$ cat src/rtl/clkdiv_pkg.sv
package clkdiv_pkg;

    // register addresses
    localparam logic [1:0] ADDR_DIV  = 2'd0;
    localparam logic [1:0] ADDR_GATE = 2'd1;
    localparam logic [1:0] ADDR_STAT = 2'd2;

    // status bit positions (software polls bits 4:3)
    localparam int STAT_WAIT_BIT   = 3;
    localparam int STAT_SETTLE_BIT = 4;

    typedef enum logic [1:0] {
        UPD_IDLE   = 2'd0,
        UPD_WAIT   = 2'd1,
        UPD_SETTLE = 2'd2
    } upd_state_t;

    typedef enum logic [1:0] {
        GATE_OFF   = 2'd0,
        GATE_RUN   = 2'd1,
        GATE_DRAIN = 2'd2
    } gate_state_t;

endpackage

$ cat src/rtl/clkdiv_decode.sv
module clkdiv_decode #(
    parameter int WIDE_FIELD = 0,
    parameter int FIELD_W    = 5,
    parameter int RATIO_W    = 6
) (
    input  logic [FIELD_W-1:0] field_i,
    output logic [RATIO_W-1:0] ratio_o
);
    localparam int FULL_RATIO = 1 << FIELD_W;

    generate
        if (WIDE_FIELD != 0) begin : g_wide
            localparam int LOW_W = FIELD_W - 1;
            localparam int PRE_W = 6;
            logic [LOW_W-1:0] low;
            assign low = field_i[LOW_W-1:0];
            always_comb begin
                if (field_i[FIELD_W-1]) begin
                    // prescaled code: 64 x lower bits, zero lower bits = 64
                    if (low == '0) ratio_o = RATIO_W'(FULL_RATIO);
                    else           ratio_o = RATIO_W'({low, {PRE_W{1'b0}}});
                end else if (field_i == '0) begin
                    ratio_o = RATIO_W'(FULL_RATIO);
                end else begin
                    ratio_o = RATIO_W'(field_i);
                end
            end
        end else begin : g_narrow
            always_comb begin
                if (field_i == '0) ratio_o = RATIO_W'(FULL_RATIO);
                else               ratio_o = RATIO_W'(field_i);
            end
        end
    endgenerate

endmodule

$ cat src/rtl/clkdiv_regs.sv
module clkdiv_regs
    import clkdiv_pkg::*;
#(
    parameter int FIELD_W       = 5,
    parameter int REG_W         = 8,
    parameter int SETTLE_CYCLES = 4,
    parameter int SETTLE_W      = 3
) (
    input  logic               clk,
    input  logic               rst_n,
    input  logic [1:0]         reg_addr,
    input  logic               reg_wr,
    input  logic [REG_W-1:0]   reg_wdata,
    input  logic               period_end,
    output logic [REG_W-1:0]   reg_rdata,
    output logic [FIELD_W-1:0] field_q,
    output logic               gate_en_q,
    output logic               upd_req
);
    upd_state_t          upd_q, upd_n;
    logic [SETTLE_W-1:0] settle_q;
    logic                div_wr;
    logic                settle_done;

    assign div_wr      = reg_wr && (reg_addr == ADDR_DIV);
    assign settle_done = (settle_q == SETTLE_W'(SETTLE_CYCLES - 1));

    // state register
    always_ff @(posedge clk or negedge rst_n) begin
        if (!rst_n) upd_q <= UPD_IDLE;
        else        upd_q <= upd_n;
    end

    // next state
    always_comb begin
        upd_n = upd_q;
        unique case (upd_q)
            UPD_IDLE:   if (div_wr)      upd_n = UPD_WAIT;
            UPD_WAIT:   if (period_end)  upd_n = UPD_SETTLE;
            UPD_SETTLE: if (settle_done) upd_n = UPD_IDLE;
            default:                     upd_n = UPD_IDLE;
        endcase
    end

    // data registers
    always_ff @(posedge clk or negedge rst_n) begin
        if (!rst_n) begin
            field_q   <= '0;
            gate_en_q <= 1'b0;
            settle_q  <= '0;
        end else begin
            if (upd_q == UPD_IDLE && div_wr)
                field_q <= reg_wdata[FIELD_W-1:0];
            if (reg_wr && reg_addr == ADDR_GATE)
                gate_en_q <= reg_wdata[0];
            if (upd_q == UPD_SETTLE) settle_q <= settle_q + 1'b1;
            else                     settle_q <= '0;
        end
    end

    // outputs
    always_comb begin
        upd_req   = (upd_q == UPD_WAIT);
        reg_rdata = '0;
        case (reg_addr)
            ADDR_DIV:  reg_rdata[FIELD_W-1:0] = field_q;
            ADDR_GATE: reg_rdata[0]           = gate_en_q;
            ADDR_STAT: begin
                reg_rdata[STAT_WAIT_BIT]   = (upd_q == UPD_WAIT);
                reg_rdata[STAT_SETTLE_BIT] = (upd_q == UPD_SETTLE);
            end
            default: reg_rdata = '0;
        endcase
    end

    assert_busy_write_ignored_R7: assert property (@(posedge clk) disable iff (!rst_n)
        (upd_q != UPD_IDLE && div_wr) |=> $stable(field_q));

    assert_status_onehot_R6: assert property (@(posedge clk) disable iff (!rst_n)
        (reg_addr == ADDR_STAT) |-> $onehot0(reg_rdata));

    assert_settle_bounded_R6: assert property (@(posedge clk) disable iff (!rst_n)
        (upd_q == UPD_SETTLE) |-> (settle_q < SETTLE_W'(SETTLE_CYCLES)));

endmodule

$ cat src/rtl/clkdiv_core.sv
module clkdiv_core
    import clkdiv_pkg::*;
#(
    parameter int RATIO_W     = 6,
    parameter int RESET_RATIO = 32
) (
    input  logic               clk,
    input  logic               rst_n,
    input  logic               gate_en,
    input  logic               upd_req,
    input  logic [RATIO_W-1:0] new_ratio,
    output logic               period_end,
    output logic               div_clk_o,
    output logic               div_tick_o
);
    gate_state_t        gst_q, gst_n;
    logic [RATIO_W-1:0] cnt_q, cnt_n;
    logic [RATIO_W-1:0] ratio_q, ratio_n;
    logic               high_n;
    logic               div_q, div_n;
    logic               tick_q, tick_n;

    // counter and ratio
    always_comb begin
        period_end = (cnt_q == ratio_q - RATIO_W'(1));
        ratio_n    = (upd_req && period_end) ? new_ratio : ratio_q;
        cnt_n      = period_end ? '0 : cnt_q + 1'b1;
        high_n     = (cnt_n < (ratio_n >> 1));
    end

    // state register
    always_ff @(posedge clk or negedge rst_n) begin
        if (!rst_n) gst_q <= GATE_OFF;
        else        gst_q <= gst_n;
    end

    // next state
    always_comb begin
        gst_n = gst_q;
        unique case (gst_q)
            GATE_OFF: if (gate_en && period_end) gst_n = GATE_RUN;
            GATE_RUN: if (!gate_en) gst_n = (div_q && high_n) ? GATE_DRAIN : GATE_OFF;
            GATE_DRAIN: begin
                if (gate_en)      gst_n = GATE_RUN;
                else if (!high_n) gst_n = GATE_OFF;
            end
            default: gst_n = GATE_OFF;
        endcase
    end

    // outputs
    always_comb begin
        div_n  = (gst_n != GATE_OFF) && high_n;
        tick_n = (gst_n == GATE_RUN) && period_end;
    end

    always_ff @(posedge clk or negedge rst_n) begin
        if (!rst_n) begin
            cnt_q   <= '0;
            ratio_q <= RATIO_W'(RESET_RATIO);
            div_q   <= 1'b0;
            tick_q  <= 1'b0;
        end else begin
            cnt_q   <= cnt_n;
            ratio_q <= ratio_n;
            div_q   <= div_n;
            tick_q  <= tick_n;
        end
    end

    assign div_clk_o  = div_q;
    assign div_tick_o = tick_q;

    assert_cnt_in_range_R2: assert property (@(posedge clk) disable iff (!rst_n)
        cnt_q < ratio_q);

    assert_tick_at_start_R2: assert property (@(posedge clk) disable iff (!rst_n)
        tick_q |-> (cnt_q == '0));

    assert_rise_at_start_R8: assert property (@(posedge clk) disable iff (!rst_n)
        $rose(div_q) |-> (cnt_q == '0));

    assert_ratio_at_boundary_R8: assert property (@(posedge clk) disable iff (!rst_n)
        !$stable(ratio_q) |-> (cnt_q == '0));

    assert_off_is_low_R10: assert property (@(posedge clk) disable iff (!rst_n)
        (gst_q == GATE_OFF) |-> (!div_q && !tick_q));

endmodule

$ cat src/rtl/clkdiv_gated.sv
module clkdiv_gated
    import clkdiv_pkg::*;
#(
    parameter int WIDE_FIELD    = 0,
    parameter int REG_W         = 8,
    parameter int SETTLE_CYCLES = 4
) (
    input  logic             clk,
    input  logic             rst_n,
    input  logic [1:0]       reg_addr,
    input  logic             reg_wr,
    input  logic [REG_W-1:0] reg_wdata,
    output logic [REG_W-1:0] reg_rdata,
    output logic             div_clk_o,
    output logic             div_tick_o
);
    localparam int FIELD_W     = (WIDE_FIELD != 0) ? 6 : 5;
    localparam int RATIO_W     = (WIDE_FIELD != 0) ? 11 : 6;
    localparam int RESET_RATIO = 1 << FIELD_W;
    localparam int SETTLE_W    = $clog2(SETTLE_CYCLES + 1);

    logic [FIELD_W-1:0] field;
    logic [RATIO_W-1:0] ratio;
    logic               gate_en;
    logic               upd_req;
    logic               period_end;

    clkdiv_regs #(
        .FIELD_W(FIELD_W), .REG_W(REG_W),
        .SETTLE_CYCLES(SETTLE_CYCLES), .SETTLE_W(SETTLE_W)
    ) regs_i (
        .clk(clk), .rst_n(rst_n),
        .reg_addr(reg_addr), .reg_wr(reg_wr), .reg_wdata(reg_wdata),
        .period_end(period_end), .reg_rdata(reg_rdata),
        .field_q(field), .gate_en_q(gate_en), .upd_req(upd_req)
    );

    clkdiv_decode #(
        .WIDE_FIELD(WIDE_FIELD), .FIELD_W(FIELD_W), .RATIO_W(RATIO_W)
    ) decode_i (
        .field_i(field), .ratio_o(ratio)
    );

    clkdiv_core #(
        .RATIO_W(RATIO_W), .RESET_RATIO(RESET_RATIO)
    ) core_i (
        .clk(clk), .rst_n(rst_n),
        .gate_en(gate_en), .upd_req(upd_req), .new_ratio(ratio),
        .period_end(period_end),
        .div_clk_o(div_clk_o), .div_tick_o(div_tick_o)
    );

endmodule

$ cat config.mk
export PLATFORM = sky130hd
export DESIGN_NAME = clkdiv_gated
export DESIGN_NICKNAME = d
export VERILOG_FILES = /design/src/rtl/clkdiv_pkg.sv /design/src/rtl/clkdiv_decode.sv /design/src/rtl/clkdiv_regs.sv /design/src/rtl/clkdiv_core.sv /design/src/rtl/clkdiv_gated.sv
export SDC_FILE = /design/constraint.sdc
export NUM_CORES = 1
export LEC_CHECK = 0
export ABC_CLOCK_PERIOD_IN_PS = 3190
export CORE_MARGIN = 4
export CORE_UTILIZATION = 56
export CTS_BUF_LIST = sky130_fd_sc_hd__clkbuf_8
export DETAILED_ROUTE_END_ITERATION = 10
export GPL_TIMING_DRIVEN = 0
export PLACE_DENSITY = 0.82
export SLEW_MARGIN = 20
export SYNTH_ARGS = -nofsm -noshare
export SYNTH_HDL_FRONTEND = slang
export SYNTH_SLANG_ARGS = --single-unit
$ cat constraint.sdc
create_clock -name clk -period 3.19 [get_ports clk]
set_input_delay 0.957 -clock clk [delete_from_list [all_inputs] [get_ports clk]]
set_output_delay 0.957 -clock clk [all_outputs]
set_load 0.01 [all_outputs]
==> summary.md <==
| Metric | Value |
|---|---|
| Status | complete, no violations |
| # clock sinks | 27 |
| Fin crit share | 0.955 |
| Met2 GRT Util | 0.347 |
| Gpl congestion | 0.871 |
| Post-synthesis sequential area ratio | 0.420 |
| # setup viols final | 0 |
| Busiest layer in global routing | met2 |
| Max Cap Viol | 0 |
| DR WL/cell | around 15 um |
| Hold EP | regs_i.settle_q[0]$_DFF_PN0_ |
| PD cells | 298 mW/mm2 |
| Max-slew headroom | 0.618 |
| Clk root buf | clkbuf_8 |
| FF-to-FF Start | core_i.ratio_q[0]$_DFFE_PN0N_ |
| Post-synth EDFFs | 0 |
| Synthesized flop and latch total | 27 |
| Die X | 61.6 um |
| WL final | about 3300 um |
| Initial DRT Pass Iterations | 4 |
| Endpoint of the worst register-to-register path | core_i.gst_q[1]$_DFF_PN0_ |
| Ys Warns | 0 |
| CTS max path bufs | 2 |
| Crit end category | register |
| Area of the multi-input gates | 882 um2 |
| Worst-path fanout max | 6 |
| Final antenna diode count | 0 |
| Path depth of the worst reg2reg path | 13 |
| Total Negative Setup Slacks | 0 ps |
| Synth unique cells | 43 |
| Clock transition at path regs | 90 ps |
| Die Area | 0.00380 mm2 |
| First-pass GRT wire length | around 5500 um |
| Vias | between 1k and 1.5k |
| Vias/cell | between 5 and 6 |
| Max-slew violation count | 0 |
| CORE AREA | around 0.0028 mm2 |
| Worst-Margin Slew | 572 ps |
| Worst EP arrival | 3250 ps |
| Final Non-Filler Cells | 214 |
| Final-report hold violation count | 0 |
| Skew-Pair Late Insertion Delay | between 200 and 300 ps |
| Synth-to-layout area growth | 21.1% |
| Largest net degree at the start of global routing | 28 |
| Nets | 205 |
| Share of layout cells above drive strength 1 | 0.257 |
| Post-route clock skew | 7.54 ps |
| Initial antenna violation count | 0 |
| Mapped Cells | 153 |
| Hold Path Class | register to register |
| WP data required | 3390 ps |
| Worst setup margin | 143 ps |
| Met3 usage | 0.0231 |
| Max VDD drop | 0.268 mV |
| Post-Syn Area per Cell | 10.5 um2 |
| HPWL Detailed | between 2000 and 2500 um |
| Initial Util | 0.584 |
| Most frequent cells in the layout | dfrtp_1 (24), nor2_1 (15), clkdlybuf4s50_1 (12) |
| Most common cell after layout, fill and taps aside | dfrtp_1 |
| Grt ovf | 0 |
| Dpl cell area | 0.00181 mm2 |
| CP startpoint kind | register |
| Tot GR Track Use | 0.197 |
| ANT nets after route | 0 |
| Htree depth | 1 |
| Global-route met1 utilization | 0.235 |
| Post-route cell area | 0.00195 mm2 |
| Hold depth | 1 |
| Fillers | 200 |
| Pre-CTS setup slack | -280 ps |
| Worst reg2reg setup slack | about 140 ps |
| Placed Cells | around 200 |
| Fmax | 0.328 GHz |
| Core Rows | 19 |
| Drc violations | 0 |
| Fin crit period | 3050 ps |
| Synth Cell Area | 0.00161 mm2 |
| CTS buffer count | 3 |
| Initial DRC count | 93 |
| TritonCTS clock tree | done |
| Asr flop ratio synth | 1.00 |
| Port Buf Inserts | 16 |
| I/O Pins | 23 |
| Hold path start | regs_i.settle_q[0]$_DFF_PN0_ |
| Critical path type | register to register |
| Number of global-route vias before repair | 1,263 |
| Ys flop type | dfrtp_1 |
| Leak Pwr | about 0.92 nW |
| Die H | 61.6 um |
| Register area | between 600 and 700 um2 |
==> metal layers <==
layer  vias up  part of all wire
met1       577              0.42
li1        591                 -
met2        28              0.52
met5         -                 0
met3         9             0.034
met4         0             0.030
==> registers in the layout (all words and copies together), names as in the netlist <==
signal and cells:
regs_i.upd_q 2, regs_i.gate_en_q 1, regs_i.field_q 5, core_i.div_tick_o 1
core_i.gst_q 2, core_i.cnt_q 6, core_i.ratio_q 6, regs_i.settle_q 3
core_i.div_clk_o 1
==> cells in the mapped netlist, types with 2 or more instances <==
cell type / count / share of area
buf_4: 3 / 0.014
mux2_4: 4 / 0.037
ha_1: 8 / 0.062
a21oi_1: 8 / 0.025
xnor2_1: 6 / 0.033
mux2_2: 7 / 0.049
buf_6: 2 / 0.014
buf_2: 2 / 0.0062
mux2i_1: 8 / 0.050
nor3_1: 2 / 0.0062
dfrtp_1: 26 / 0.40
inv_1: 6 / 0.014
o21ai_0: 6 / 0.019
and3_1: 2 / 0.0078
nand2_1: 5 / 0.012
nand3_1: 5 / 0.016
and2_1: 3 / 0.012
xor2_1: 3 / 0.016
nor2_1: 16 / 0.037
nand2b_1: 5 / 0.019
nand3b_1: 4 / 0.019
==> report_power, final <==
group / internal, mW / total, mW / switching (mW)
Sequential: 0.344 / 0.348 / 0.00368
Combinational: 0.0197 / 0.0381 / 0.0184
Clock: 0.0876 / 0.194 / 0.106
Total: 0.452 / 0.580 / 0.128
==> area by class of cell <==
cell class              instances  share of cell area
plain buffers                   7              0.0295
multi-input cells             114               0.453
well taps                      31              0.0199
flip-flops and latches         27               0.349
repair buffers                 25               0.114
clock buffers                   3              0.0212
inverters                       6              0.0116
clock inverters                 1             0.00257
==> cells by family after synthesis <==
| group | after synthesis | share of synthesized area |
|---|---|---|
| adders and majority gates | 8 | 0.0622 |
| xor gates and xnor gates | 9 | 0.0490 |
| DFF | 27 | 0.420 |
| buffers and inverters | 14 | 0.0505 |
| other | 1 | 0.00233 |
| AOI/OAI and AO/OA | 23 | 0.0909 |
| muxes | 19 | 0.136 |
| and+or+nand+nor | 52 | 0.189 |
==> worst max path at each step <==
stage | from | end | slack (ps) | depth (start not counted)
after global placement | reg_addr[1] | reg_rdata[3] | -260 | 4
final | core_i.ratio_q[0]$_DFFE_PN0N_ | core_i.gst_q[1]$_DFF_PN0_ | 140 | 13
after floorplan | core_i.ratio_q[0]$_DFFE_PN0N_ | core_i.div_clk_o$_DFF_PN0_ | 450 | 12
after global routing | core_i.ratio_q[0]$_DFFE_PN0N_ | core_i.div_clk_o$_DFF_PN0_ | -30 | 12
after detailed placement | reg_addr[1] | reg_rdata[3] | -280 | 4
after CTS | core_i.ratio_q[0]$_DFFE_PN0N_ | core_i.gst_q[1]$_DFF_PN0_ | 40 | 13
==> worst max-delay path, cell delays in order, from the launching register on <==
cell,delay (ps)
dfrtp_2,410
inv_1,60
ha_1,320
xnor2_2,170
nor4_4,420
nand4b_2,190
buf_8,170
mux2i_1,230
ha_1,290
a21o_1,170
a21oi_2,170
and2_1,160
nand4_1,100
o21ai_1,120
==> what timing repair did <==
action | CTS | global route
hold buffers | 0 | 0
resized for setup | 5 | 9
pin swaps | 1 | 3
setup buffers | 0 | 9
endpoints found under the setup margin | 7 | 3
==> stage by stage <==
stage	power, mW	hold slack [ps]	utilization
global route	0.605	478	0.707
floorplan	0.369	410	-
detailed placement	0.394	433	0.657
finish	0.580	438	0.707
global placement	0.392	419	0.659
CTS	0.585	445	0.675
Power figures use the tool's default switching activity.
